$ cat config.mk
export PLATFORM = sky130hd
export DESIGN_NAME = oc_tick_wait
export DESIGN_NICKNAME = d
export VERILOG_FILES = /design/src/rtl/oc_wait_pkg.sv /design/src/rtl/oc_incrementer.sv /design/src/rtl/oc_prescaler.sv /design/src/rtl/oc_wait_core.sv /design/src/rtl/oc_tick_wait.sv
export SDC_FILE = /design/constraint.sdc
export NUM_CORES = 1
export LEC_CHECK = 0
export BUFFER_PORTS_ARGS = -buffer_cell sky130_fd_sc_hd__buf_2
export CAP_MARGIN = 20
export CORE_MARGIN = 1.5
export CORE_UTILIZATION = 57
export CTS_CLUSTER_SIZE = 20
export DETAILED_ROUTE_END_ITERATION = 7
export PLACE_DENSITY = 0.89
export REMOVE_ABC_BUFFERS = 1
export SYNTH_ARGS = -nofsm -noshare
export SYNTH_HDL_FRONTEND = slang
export SYNTH_HIERARCHICAL = 1
export SYNTH_SLANG_ARGS = --single-unit
$ cat constraint.sdc
create_clock -name clk -period 4.45 [get_ports clk]
set_clock_uncertainty 0.2 [all_clocks]
set_input_delay 0.445 -clock clk [delete_from_list [all_inputs] [get_ports clk]]
set_output_delay 0.445 -clock clk [all_outputs]
set_load 0.03 [all_outputs]
$ cat src/rtl/oc_wait_pkg.sv
package oc_wait_pkg;
  localparam int unsigned OC_WORD_W_DEF = 18;
  localparam longint unsigned OC_TICKS_PER_MIN_DEF = 1760;

  typedef enum logic {
    ST_IDLE  = 1'b0,
    ST_COUNT = 1'b1
  } oc_state_e;
endpackage

$ cat src/rtl/oc_incrementer.sv
module oc_incrementer #(
  parameter int unsigned W = 18
) (
  input  logic [W-1:0] val_in,
  output logic [W-1:0] val_next,
  output logic         next_is_zero
);
  logic [W:0]   raw_sum;
  logic [W-1:0] wrapped;

  // add one, then fold the carry out of the top bit back into bit 0
  always_comb begin
    raw_sum  = {1'b0, val_in} + {{W{1'b0}}, 1'b1};
    wrapped  = raw_sum[W-1:0] + {{(W-1){1'b0}}, raw_sum[W]};
    val_next = wrapped;
  end

  // both encodings of zero end a wait
  assign next_is_zero = (wrapped == '0) || (&wrapped);
endmodule

$ cat src/rtl/oc_prescaler.sv
module oc_prescaler #(
  parameter longint unsigned CLK_HZ        = 100_000_000,
  parameter longint unsigned TICKS_PER_MIN = 1760
) (
  input  logic clk,
  input  logic rst_n,
  output logic tick
);
  localparam longint unsigned DEN   = 60 * CLK_HZ;
  localparam longint unsigned NUM   = TICKS_PER_MIN;
  localparam int              ACC_W = $clog2(DEN + NUM + 1);
  localparam logic [ACC_W-1:0] DEN_W = ACC_W'(DEN);
  localparam logic [ACC_W-1:0] NUM_W = ACC_W'(NUM);

  logic [ACC_W-1:0] acc_q;
  logic [ACC_W-1:0] sum_w;
  logic             tick_q;

  assign sum_w = acc_q + NUM_W;

  always_ff @(posedge clk or negedge rst_n) begin
    if (!rst_n) begin
      acc_q  <= '0;
      tick_q <= 1'b0;
    end else if (sum_w >= DEN_W) begin
      acc_q  <= sum_w - DEN_W;
      tick_q <= 1'b1;
    end else begin
      acc_q  <= sum_w;
      tick_q <= 1'b0;
    end
  end

  assign tick = tick_q;

  AST_ACC_BELOW_DEN: assert property (@(posedge clk) disable iff (!rst_n)
    acc_q < DEN_W) else $error("accumulator out of range");

  generate
    if (2 * NUM <= DEN) begin : g_sparse
      AST_TICK_SPARSE: assert property (@(posedge clk) disable iff (!rst_n)
        tick_q |=> !tick_q) else $error("tick wider than one cycle");
    end
  endgenerate
endmodule

$ cat src/rtl/oc_wait_core.sv
module oc_wait_core
  import oc_wait_pkg::*;
#(
  parameter int unsigned W = 18
) (
  input  logic         clk,
  input  logic         rst_n,
  input  logic         tick,
  input  logic         req_valid,
  output logic         req_ready,
  input  logic [W-1:0] req_value,
  output logic         busy,
  output logic         done,
  output logic [W-1:0] value_out
);
  oc_state_e    state_q;
  logic [W-1:0] val_q;
  logic         done_q;
  logic         accept;
  logic         needs_wait;
  logic [W-1:0] stepped;
  logic         step_zero;

  oc_incrementer #(.W(W)) u_inc (
    .val_in       (val_q),
    .val_next     (stepped),
    .next_is_zero (step_zero)
  );

  assign req_ready  = (state_q == ST_IDLE);
  assign accept     = req_valid && req_ready;
  // negative and not minus zero
  assign needs_wait = req_value[W-1] && !(&req_value);

  always_ff @(posedge clk or negedge rst_n) begin
    if (!rst_n) begin
      state_q <= ST_IDLE;
      val_q   <= '0;
      done_q  <= 1'b0;
    end else begin
      done_q <= 1'b0;
      case (state_q)
        ST_IDLE: begin
          if (accept) begin
            val_q <= req_value;
            if (needs_wait) state_q <= ST_COUNT;
            else            done_q  <= 1'b1;
          end
        end
        ST_COUNT: begin
          if (tick) begin
            if (step_zero) begin
              val_q   <= '0;
              state_q <= ST_IDLE;
              done_q  <= 1'b1;
            end else begin
              val_q <= stepped;
            end
          end
        end
        default: state_q <= ST_IDLE;
      endcase
    end
  end

  assign busy      = (state_q == ST_COUNT);
  assign done      = done_q;
  assign value_out = val_q;

  AST_LOAD_ON_ACCEPT: assert property (@(posedge clk) disable iff (!rst_n)
    accept |=> value_out == $past(req_value)) else $error("load");
  AST_RELEASE_NONNEG: assert property (@(posedge clk) disable iff (!rst_n)
    done |-> (!value_out[W-1] || (&value_out))) else $error("release sign");
  AST_HOLD_NO_TICK: assert property (@(posedge clk) disable iff (!rst_n)
    busy && !tick |=> busy && $stable(value_out)) else $error("moved w/o tick");
  AST_FALL_AT_ZERO: assert property (@(posedge clk) disable iff (!rst_n)
    $fell(busy) |-> done && (value_out == '0)) else $error("bad end");
  AST_IDLE_HOLD: assert property (@(posedge clk) disable iff (!rst_n)
    !busy && !req_valid |=> !busy && !done && $stable(value_out)) else $error("idle drift");
  AST_BUSY_IGNORES_REQ: assert property (@(posedge clk) disable iff (!rst_n)
    busy && req_valid && !tick |=> busy && $stable(value_out)) else $error("busy req");
endmodule

$ cat src/rtl/oc_tick_wait.sv
module oc_tick_wait
  import oc_wait_pkg::*;
#(
  parameter int unsigned     W             = OC_WORD_W_DEF,
  parameter bit              USE_EXT_TICK  = 1'b0,
  parameter longint unsigned CLK_HZ        = 100_000_000,
  parameter longint unsigned TICKS_PER_MIN = OC_TICKS_PER_MIN_DEF
) (
  input  logic         clk,
  input  logic         rst_n,
  input  logic         ext_tick,
  input  logic         req_valid,
  output logic         req_ready,
  input  logic [W-1:0] req_value,
  output logic         busy,
  output logic         done,
  output logic [W-1:0] value_out,
  output logic         tick_out
);
  logic pre_tick;
  logic tick_w;

  oc_prescaler #(
    .CLK_HZ        (CLK_HZ),
    .TICKS_PER_MIN (TICKS_PER_MIN)
  ) u_pre (
    .clk   (clk),
    .rst_n (rst_n),
    .tick  (pre_tick)
  );

  assign tick_w   = USE_EXT_TICK ? ext_tick : pre_tick;
  assign tick_out = tick_w;

  oc_wait_core #(.W(W)) u_core (
    .clk       (clk),
    .rst_n     (rst_n),
    .tick      (tick_w),
    .req_valid (req_valid),
    .req_ready (req_ready),
    .req_value (req_value),
    .busy      (busy),
    .done      (done),
    .value_out (value_out)
  );
endmodule

Yosys cells after proc, flatten, opt, wreduce, memory -nomap -nowiden --
Index checks and enable logic that the tools add are counted.
Operators by class: add/subtract/negate cells 4, $lt $le $gt $ge 1, equality and inequality tests 2, multiplexer cells 16, bitwise logic cells 1, reductions and logical operators 8
Operator list (count):
- $mux W18 | 3
- $pmux W18 S2 | 1
- $reduce_and A18 Y1 | 2
- $add A33 B11 Y33 const B | 1
- $ge A33 B33 Y1 const B | 1
- $mux W33 | 1
- $sub A33 B33 Y33 const B | 1
- $add A18 B1 Y19 const B | 1
- $add A18 B1 Y18 | 1
- $logic_not A18 Y1 | 1
- $mux W1 | 9
- $ne A2 B2 Y1 const B | 2
- $pmux W1 S2 | 2
- $logic_and A1 B1 Y1 | 2
- $reduce_and A2 Y1 | 1
- $logic_not A1 Y1 | 1
- $logic_or A1 B1 Y1 | 1
- $not A1 Y1 | 1
Word-level totals: register bits 54, bits of input ports 22, output and inout port bits 22, logic and storage cells 37

Longest topological paths before layout --
Gate-level depths: netlist of the first run.
word-level depth 7, gate-level depth with buffers 18, mapped depth without buffers 15

Cells and area by module --
The synthesis of the first run kept the hierarchy.
Modules (own cells, without submodules):
- oc_prescaler | times used 1, cells an instance 247, area an instance 2204.6 um^2, seq. area each 725.7 um^2
- oc_wait_core | times used 1, cells an instance 100, area an instance 1006.0 um^2, seq. area each 500.5 um^2
- oc_incrementer | times used 1, cells an instance 143, area an instance 975.9 um^2, seq. area each 0.0 um^2

Least setup slack after synthesis of the first run --
OpenSTA, ideal clock, no wires.
kind reg-to-reg, start point reg u_core.val_q[9] (netlist: u_core/value_out[9]), end point reg u_core.val_q[11] (netlist: u_core/value_out[11]), setup time 120 ps, data arrival time 3652 ps, data required time 4130 ps, setup slack 477 ps, stages on the path, launching flop included 19, buffers on the path 3, clock period less this slack 3973 ps, cell sequence dfrtp_1 > clkbuf_1 > nand2_1 > nor3_1 > nand3_1 > nor2_1 > ha_1 > nor2b_1 > nand2b_1 > nor3_2 > o2111a_2 > nand2_1 > a2111oi_2 > a41o_1 > and2b_1 > buf_6 > buf_6 > a22oi_1 > o21ai_2
On the way: longest elaborated chain between the ends 7, elaborated cells between the ends (all ways) 8, those cells by class 2 x add/sub; 3 x mux; 3 x reduce/logical
Ends and longest elaborated chain:
- start, declared | line oc_wait_core.sv:17 | logic [W-1:0] val_q;
- start signal, assigned | line oc_wait_core.sv:45 | val_q <= req_value;
- start signal, assigned | line oc_wait_core.sv:57 | val_q <= stepped;
- $add A18 B1 Y19 (*) | line oc_incrementer.sv:13 | raw_sum = {1'b0, val_in} + {{W{1'b0}}, 1'b1};
- $add A18 B1 Y18 (*) | line oc_incrementer.sv:14 | wrapped = raw_sum[W-1:0] + {{(W-1){1'b0}}, raw_sum[W]};
- $logic_not A18 Y1 / $reduce_and A18 Y1 (equally long branches) | line oc_incrementer.sv:19 | assign next_is_zero = (wrapped == '0) || (&wrapped);
- $logic_or A1 B1 Y1 (*) | line oc_incrementer.sv:19
- via u_core.step_zero | line oc_wait_core.sv:22 | logic step_zero;
- $mux W18 (*) | line oc_wait_core.sv:52 | if (step_zero) begin
- $mux W18 (*) | line oc_wait_core.sv:51 | if (tick) begin
- $pmux W18 S2 (*) | line oc_wait_core.sv:42 | case (state_q)
The timed path passes the listed nets; every way through them passes the cells marked *. The select of a mux whose other input is x is not followed. A chain may end at the register's enable or synchronous reset.

Worst setup path after layout of the first run --
start point reg u_pre.acc_q[5], end point reg u_pre.acc_q[32]
On the way: longest elaborated chain between the ends 3, elaborated cells between the ends (all ways) 4, those cells by class 2 x add/sub; 1 x order compare; 1 x mux
Ends and longest elaborated chain:
- start, declared | line oc_prescaler.sv:15 | logic [ACC_W-1:0] acc_q;
- start signal, assigned | line oc_prescaler.sv:26 | acc_q <= sum_w - DEN_W;
- start signal, assigned | line oc_prescaler.sv:29 | acc_q <= sum_w;
- $add A33 B11 Y33 (*) | line oc_prescaler.sv:19 | assign sum_w = acc_q + NUM_W;
- via u_pre.sum_w[5] | line oc_prescaler.sv:16 | logic [ACC_W-1:0] sum_w;
- $sub A33 B33 Y33 / $ge A33 B33 Y1 (equally long branches) | line oc_prescaler.sv:26, oc_prescaler.sv:25
- $mux W33 (*) | line oc_prescaler.sv:25 | end else if (sum_w >= DEN_W) begin
The timed path passes the listed nets; every way through them passes the cells marked *.

==> impl_metrics.csv, run 1 <==
group,metric,value,unit
status,status,"finished, final reports clean",
pwr,p_leak,0.00187,uW
global_route,grt_pass1_vias,3669,
setup_path,cp.buffers_inverters,3,
routing,detail_route.wirelength,10.2,mm
yosys,synth_top_family_by_area,"simple AND/OR/NAND/NOR gates",
setup_path,end_kind,"register",
place,portBuffers,42,
setup_path,start_kind,"register",
routing,drc,0,
sta,finalHoldWorstSlack,0.234,ns
cells_and_area,final_cells,628,
flow_run,cap_violations,0,
global_route,grtUsageMet3,4.48,%
die,dieWidth,88.7,um
pwr,power.internal,573,uW
yosys,synth_ff_type,"dfrtp_1",
global_route,antenna_found_initial,0,
yosys,yosys-mux-area-fraction,1.55,%
routing,via_per_inst,6.27,
yosys,synth_compound_area_share,19.9,%
yosys,synth-seq-cells,49,
yosys,synthMostInstantiatedCell,"nand2_1",
clock_tree,cts_made_buffers,5,
setup_path,cpMaxStageDelayCell,"a2111oi_0",
die,die_h,88.7,um
die,design.core.area,0.00718,mm^2
sta,grt_setup_unrepaired,"no",
pwr,clockPowerShare,37.6,%
clock_tree,cts-root-buf,"clkbuf_8",
sta,worst_pin_slew,0.956,ns
cells_and_area,n_antenna_cell,0,
routing,num_vias,3939,
clock_tree,tritoncts,"yes",
clock_tree,clock-sinks,49,
routing,drtAntennaViolNets,0,
pwr,p_switching,191,uW
clock_tree,clk_pin_slew,0.11,ns
cells_and_area,fillers,570,
yosys,async_reset_ff_share,100,%
min_path,min_path_type,"primary input to register",
sta,maxSlewHeadroom,34.9,%
sta,post-route-min-period,4.21,ns
sta,hold_viol,0,
sta,slew_viol_final,0,
yosys,yosys.area.top_type_share,29.3,%
clock_tree,clkLatencyLatePin,0.31,ns
pwr,peakVddDrop,0.117,mV
routing,first_iter_violations,351,
clock_tree,clock_path_buffers,2,
setup_path,cp_max_fo,16,
sta,setup_tns,0,ns
place,dp_cells,618,
cells_and_area,register_area,0.00123,mm^2
yosys,synth.top_cells.by_count,"nand2_1 (53), dfrtp_1 (49), xnor2_1 (44)",
cells_and_area,drive_above_1_share,18.5,%
yosys,ys_warn_count,6,
pwr,power.density,167,mW/mm^2
place,routabilityCongestion,0.972,
pwr,power_frac_seq,58.2,%
yosys,yosysUniqueCellTypes,84,
sta,fmax,238,MHz
global_route,overflow,0,
place,dpl.hpwl,7.52,mm
setup_path,slowest_delay,0.59,ns
yosys,synthAdderAreaFrac,1.73,%
global_route,top_usage_layer,"met2",
die,initial_core_util,58.3,%
cells_and_area,final_util,63.7,%
die,dieArea,0.00787,mm^2
clock_tree,h-tree-depth,2,
yosys,yosys.area_share.simple,27.6,%
yosys,syn_area,0.00419,mm^2
die,num_io_pins,44,
setup_path,cp.required,4.43,ns
cells_and_area,syn2layout_area_growth,9.24,%
setup_path,crit_type,"register to register",
setup_path,worstPathCellList,"inv_1 > ha_1 > nand2b_1 > a21boi_1 > buf_4 > nor4_1 > mux2i_1 > nor3_1 > a311oi_2 > o31ai_4 > buf_4 > a2111oi_0 > nor3_1",
pwr,swShare,25.0,%
global_route,met2_usage,46.4,%
yosys,syn_inst,490,
global_route,grtUsageTotal,26.4,%
yosys,ys_top_cells_by_area,"dfrtp_1 (29%), xnor2_1 (9.2%), xor2_1 (5.0%)",
cells_and_area,fin_nets,555,
yosys,synth-edff-count,0,
die,num_rows,31,
sta,setup-violations-final,0,
yosys,synthXorXnorAreaFrac,14.2,%
global_route,grt_pass1_wl,16.5,mm
yosys,synth_seq_area_share,29.3,%
routing,first_pass_iters,5,
setup_path,critPathArrivalTime,4.19,ns
global_route,grt_max_degree,50,
pwr,p_comb_share,4.2,%
clock_tree,postCtsSetupBuffers,0,
cells_and_area,multi_input_area,0.00272,mm^2
yosys,yosysTopAreaCell,"dfrtp_1",
setup_path,path_delay_family,"compound AO/OA/AOI/OAI gates",
yosys,synth.avg_cell_area,8.54,um^2
global_route,met1_usage,31.5,%
routing,wl_per_cell,16.3,um
sta,fin_crit_sh,94.6,%
==> worst paths after layout <==
check	start	endpoint	slack, ns	cells after the start
min reg2reg	u_pre/acc_q[5]	u_pre/acc_q[5]	0.33	1
min in group asynchronous	rst_n	u_core/value_out[6]	0.31	2
min	req_value[17]	u_core/busy	0.23	3
max in group asynchronous	rst_n	u_pre/acc_q[5]	3.25	3
max reg2reg	u_pre/acc_q[5]	u_pre/acc_q[32]	0.24	13
max	u_pre/acc_q[5]	u_pre/acc_q[32]	0.24	13
==> stage by stage <==
step                setup WS, ns  area (um^2)  power [uW]
global route              0.0264         4570         798
detailed placement         0.214         4450         483
finish                     0.241         4570         764
global placement           0.370         4450         482
floorplan                  0.614         4000         461
CTS                        0.173         4540         770
==> power by group through the flow <==
stage / registers (uW) / clock network [uW] / logic, uW
floorplan: 454 / 0 / 6.96
global placement: 454 / 0 / 28.7
detailed placement: 454 / 0 / 29.6
CTS: 445 / 295 / 29.8
global route: 445 / 316 / 36.5
finish: 445 / 287 / 32.1
==> layout make-up <==
type                    count  area share [%]
clock inverters             3           0.547
inverters                  14            1.15
clock buffers               5            1.50
repair buffers             59            7.72
multi-input cells         399            59.6
flip-flops and latches     49            26.8
well taps                  99            2.71
==> what timing repair did <==
action | 4_1_cts | 5_1_grt
endpoints found under the hold margin | 0 | 7
endpoints found under the setup margin | 0 | 18
resized for setup | 0 | 1
hold buffers | 0 | 1
==> logic make-up (layout without fill, tap and decap cells) <==
family                     after synthesis  after routing
buffers and inverters                   42             81
muxes                                    5              5
AOI/OAI and AO/OA                      114            114
and+or+nand+nor                        206            206
xor gates and xnor gates                68             68
adders and majority gates                6              6
DFF                                     49             49
==> state kept, by name, summed over array words and instances (netlist names) <==
name	cells
u_pre/tick	1
u_core/value_out	18
u_core/busy	1
u_pre/acc_q	28
u_core/done	1
==> cell usage in the layout (no fill, tap or decap), types with 7 or more instances in the layout <==
| master | count |
|---|---|
| a21oi_1 | 8 |
| a22oi_1 | 18 |
| and3_1 | 7 |
| buf_2 | 42 |
| buf_4 | 15 |
| dfrtp_1 | 49 |
| inv_1 | 14 |
| nand2_1 | 53 |
| nand3_1 | 20 |
| nand4_1 | 14 |
| nor2_1 | 37 |
| nor3_1 | 12 |
| nor4_1 | 11 |
| o21ai_0 | 17 |
| o21ai_1 | 11 |
| xnor2_1 | 44 |
| xor2_1 | 24 |
==> routing by layer <==
metal | routed length (um) | part of all wire [%] | up-vias
met4 | 227 | 2.2 | 0
met1 | 4300 | 42 | 1899
met3 | 650 | 6.4 | 21
li1 | - | - | 1858
met5 | 0 | 0 | -
met2 | 5030 | 49 | 161
==> worst min-delay path: stages <==
cell	delay (ns)
buf_2	0.13
nand2_1	0.06
o211ai_1	0.07
(Power assumes the default switching activity.)
==> inputs of run 2 (changes only) <==
--- a/config.mk
+++ b/config.mk
@@ -12,5 +12,5 @@
 export CTS_CLUSTER_SIZE = 20
 export DETAILED_ROUTE_END_ITERATION = 7
-export PLACE_DENSITY = 0.89
+export PLACE_DENSITY = 0.79
 export REMOVE_ABC_BUFFERS = 1
 export SYNTH_ARGS = -nofsm -noshare
--- a/constraint.sdc
+++ b/constraint.sdc
@@ -3,3 +3,3 @@
 set_input_delay 0.445 -clock clk [delete_from_list [all_inputs] [get_ports clk]]
 set_output_delay 0.445 -clock clk [all_outputs]
-set_load 0.03 [all_outputs]
+set_load 0.05 [all_outputs]
==> run 2 against run 1 <==
Net effect: sequential power about the same; count of clock-buffer cells in the layout grew 1; first-iteration DRC count down 43%; core utilization is 0.16 points lower; clock power is 2% lower; critical path depth increased by 3; combinational power about the same; total power decreased by 0.80%; critical path type unchanged.
==> impl_metrics.csv, run 2 (synthesis gave the netlist of run 1 again) <==
group,metric,value,unit
die,dieWidth,88.7,um
cells_and_area,n_antenna_cell,0,
global_route,overflow,0,
die,die_h,88.7,um
global_route,grt_pass1_vias,3421,
setup_path,critPathArrivalTime,4.07,ns
clock_tree,clock_path_buffers,2,
routing,met3_length,520,um
pwr,power.density,166,mW/mm^2
place,routabilityCongestion,0.908,
pwr,peakVddDrop,0.125,mV
setup_path,end_kind,"register",
die,design.core.area,0.00718,mm^2
routing,drtAntennaViolNets,0,
sta,setup-violations-final,0,
cells_and_area,final_util,63.6,%
routing,detail_route.wirelength,9.93,mm
cells_and_area,layout_commonest_cell,"nand2_1",
clock_tree,cts-root-buf,"clkbuf_8",
clock_tree,clock-sinks,49,
routing,routed.top_layer,"met4",
cells_and_area,largest_register,"u_pre/acc_q",
die,num_rows,31,
global_route,antenna_found_initial,0,
setup_path,start_kind,"register",
status,status,"finished, final reports clean",
flow_run,cap_violations,0,
routing,first_iter_violations,200,
sta,setup_ws,0.317,ns
cells_and_area,final_cell_mix,"nand2_1 (53), dfrtp_1 (47), xnor2_1 (44)",
cells_and_area,syn2layout_area_growth,8.97,%
place,portBuffers,42,
routing,num_vias,3836,
setup_path,cp.required,4.39,ns
clock_tree,tritoncts,"yes",
sta,post-route-min-period,4.13,ns
clock_tree,clkLatencyLatePin,0.30,ns
die,dieArea,0.00787,mm^2
cells_and_area,drive_above_1_share,18.4,%
global_route,grt_pass1_wl,16.3,mm
min_path,min_path_type,"primary input to register",
sta,grt_setup_unrepaired,"no",
clock_tree,clk_pin_slew,0.10,ns
routing,drc,0,
place,dp_slack,0.452,ns
sta,slew_viol_final,0,
setup_path,cp_max_fo,18,
sta,hold_viol,0,
pwr,p_leak,0.00186,uW
die,num_io_pins,44,
place,dpl.hpwl,7.21,mm
global_route,grt_max_degree,50,
sta,worst_pin_slew,0.991,ns
sta,maxSlewHeadroom,32.5,%
cells_and_area,largest_register_ffs,28,
sta,fmax,242,MHz
global_route,grtUsageTotal,26.2,%
setup_path,crit_type,"register to register",
clock_tree,postCtsSetupBuffers,0,
routing,first_pass_iters,5,
routing,via_per_inst,6.13,
clock_tree,h-tree-depth,2,
clock_tree,cts_made_buffers,5,
sta,setup_tns,0,ns
routing,wl_met1,4.62,mm
routing,wl_met2,4.65,mm
cells_and_area,fin_nets,553,
sta,fin_crit_sh,92.9,%
routing,wl_per_cell,15.9,um
die,initial_core_util,58.3,%
[run 2: report_power, final]
part           switching, uW  total, uW  internal (uW)
Combinational           18.5       31.8           13.3
Clock                    155        282            126
Sequential                 0        445            445
Total                    174        758            585
[run 2: timing repair]
action	CTS	global route
hold buffers	0	1
endpoints found under the hold margin	0	8
resized for setup	0	2
endpoints found under the setup margin	0	13
[run 2: final timing paths]
kind | start | endpoint | slack, ns | cells past startpoint
setup / recovery | u_core/value_out[6] | u_core/value_out[5] | 0.32 | 16
hold / removal | req_value[10] | u_core/value_out[10] | 0.24 | 3
setup reg to reg | u_core/value_out[6] | u_core/value_out[5] | 0.32 | 16
hold reg to reg | u_pre/acc_q[5] | u_pre/acc_q[5] | 0.34 | 1
max in group asynchronous | rst_n | u_pre/acc_q[6] | 3.25 | 3
min in group asynchronous | rst_n | u_core/value_out[13] | 0.31 | 2
[run 2: layout make-up]
class | count | area [um^2]
clock buffer | 6 | 82.6
clock inverter | 2 | 13.8
fill | 625 | 2610
inverter | 14 | 52.6
multi-input combinational | 399 | 2720
sequential | 49 | 1230
tap | 99 | 124
timing repair buffer | 57 | 338
[run 2: metrics by stage]
stage	cells	hold WS [ns]	cell area, um^2	total power [uW]
3_3_place_gp	616	0.302	4430	483
6_report	626	0.241	4560	758
3_5_place_dp	616	0.319	4430	483
2_1_floorplan	462	-0.0506	4000	461
5_1_grt	626	0.240	4560	789
4_1_cts	624	0.184	4530	765
[run 2: per-layer routing]
metal | global-route usage (%) | up-vias
met5 | 0 | -
met1 | 37.3 | 1842
li1 | - | 1852
met4 | 8.10 | 0
met2 | 41.5 | 128
met3 | 2.99 | 14
[run 2: worst max-delay path, stage by stage (launching register included)]
cell	delay [ns]
dfrtp_1	0.56
nand4_4	0.24
nor2_1	0.24
nand3_1	0.15
nor2_1	0.15
ha_1	0.20
nor2b_1	0.27
nand2b_1	0.14
nor3_2	0.22
o2111a_2	0.33
nand2_1	0.12
a2111oi_2	0.32
a41o_1	0.18
and2b_1	0.19
buf_4	0.20
a22oi_1	0.19
o21ai_1	0.08
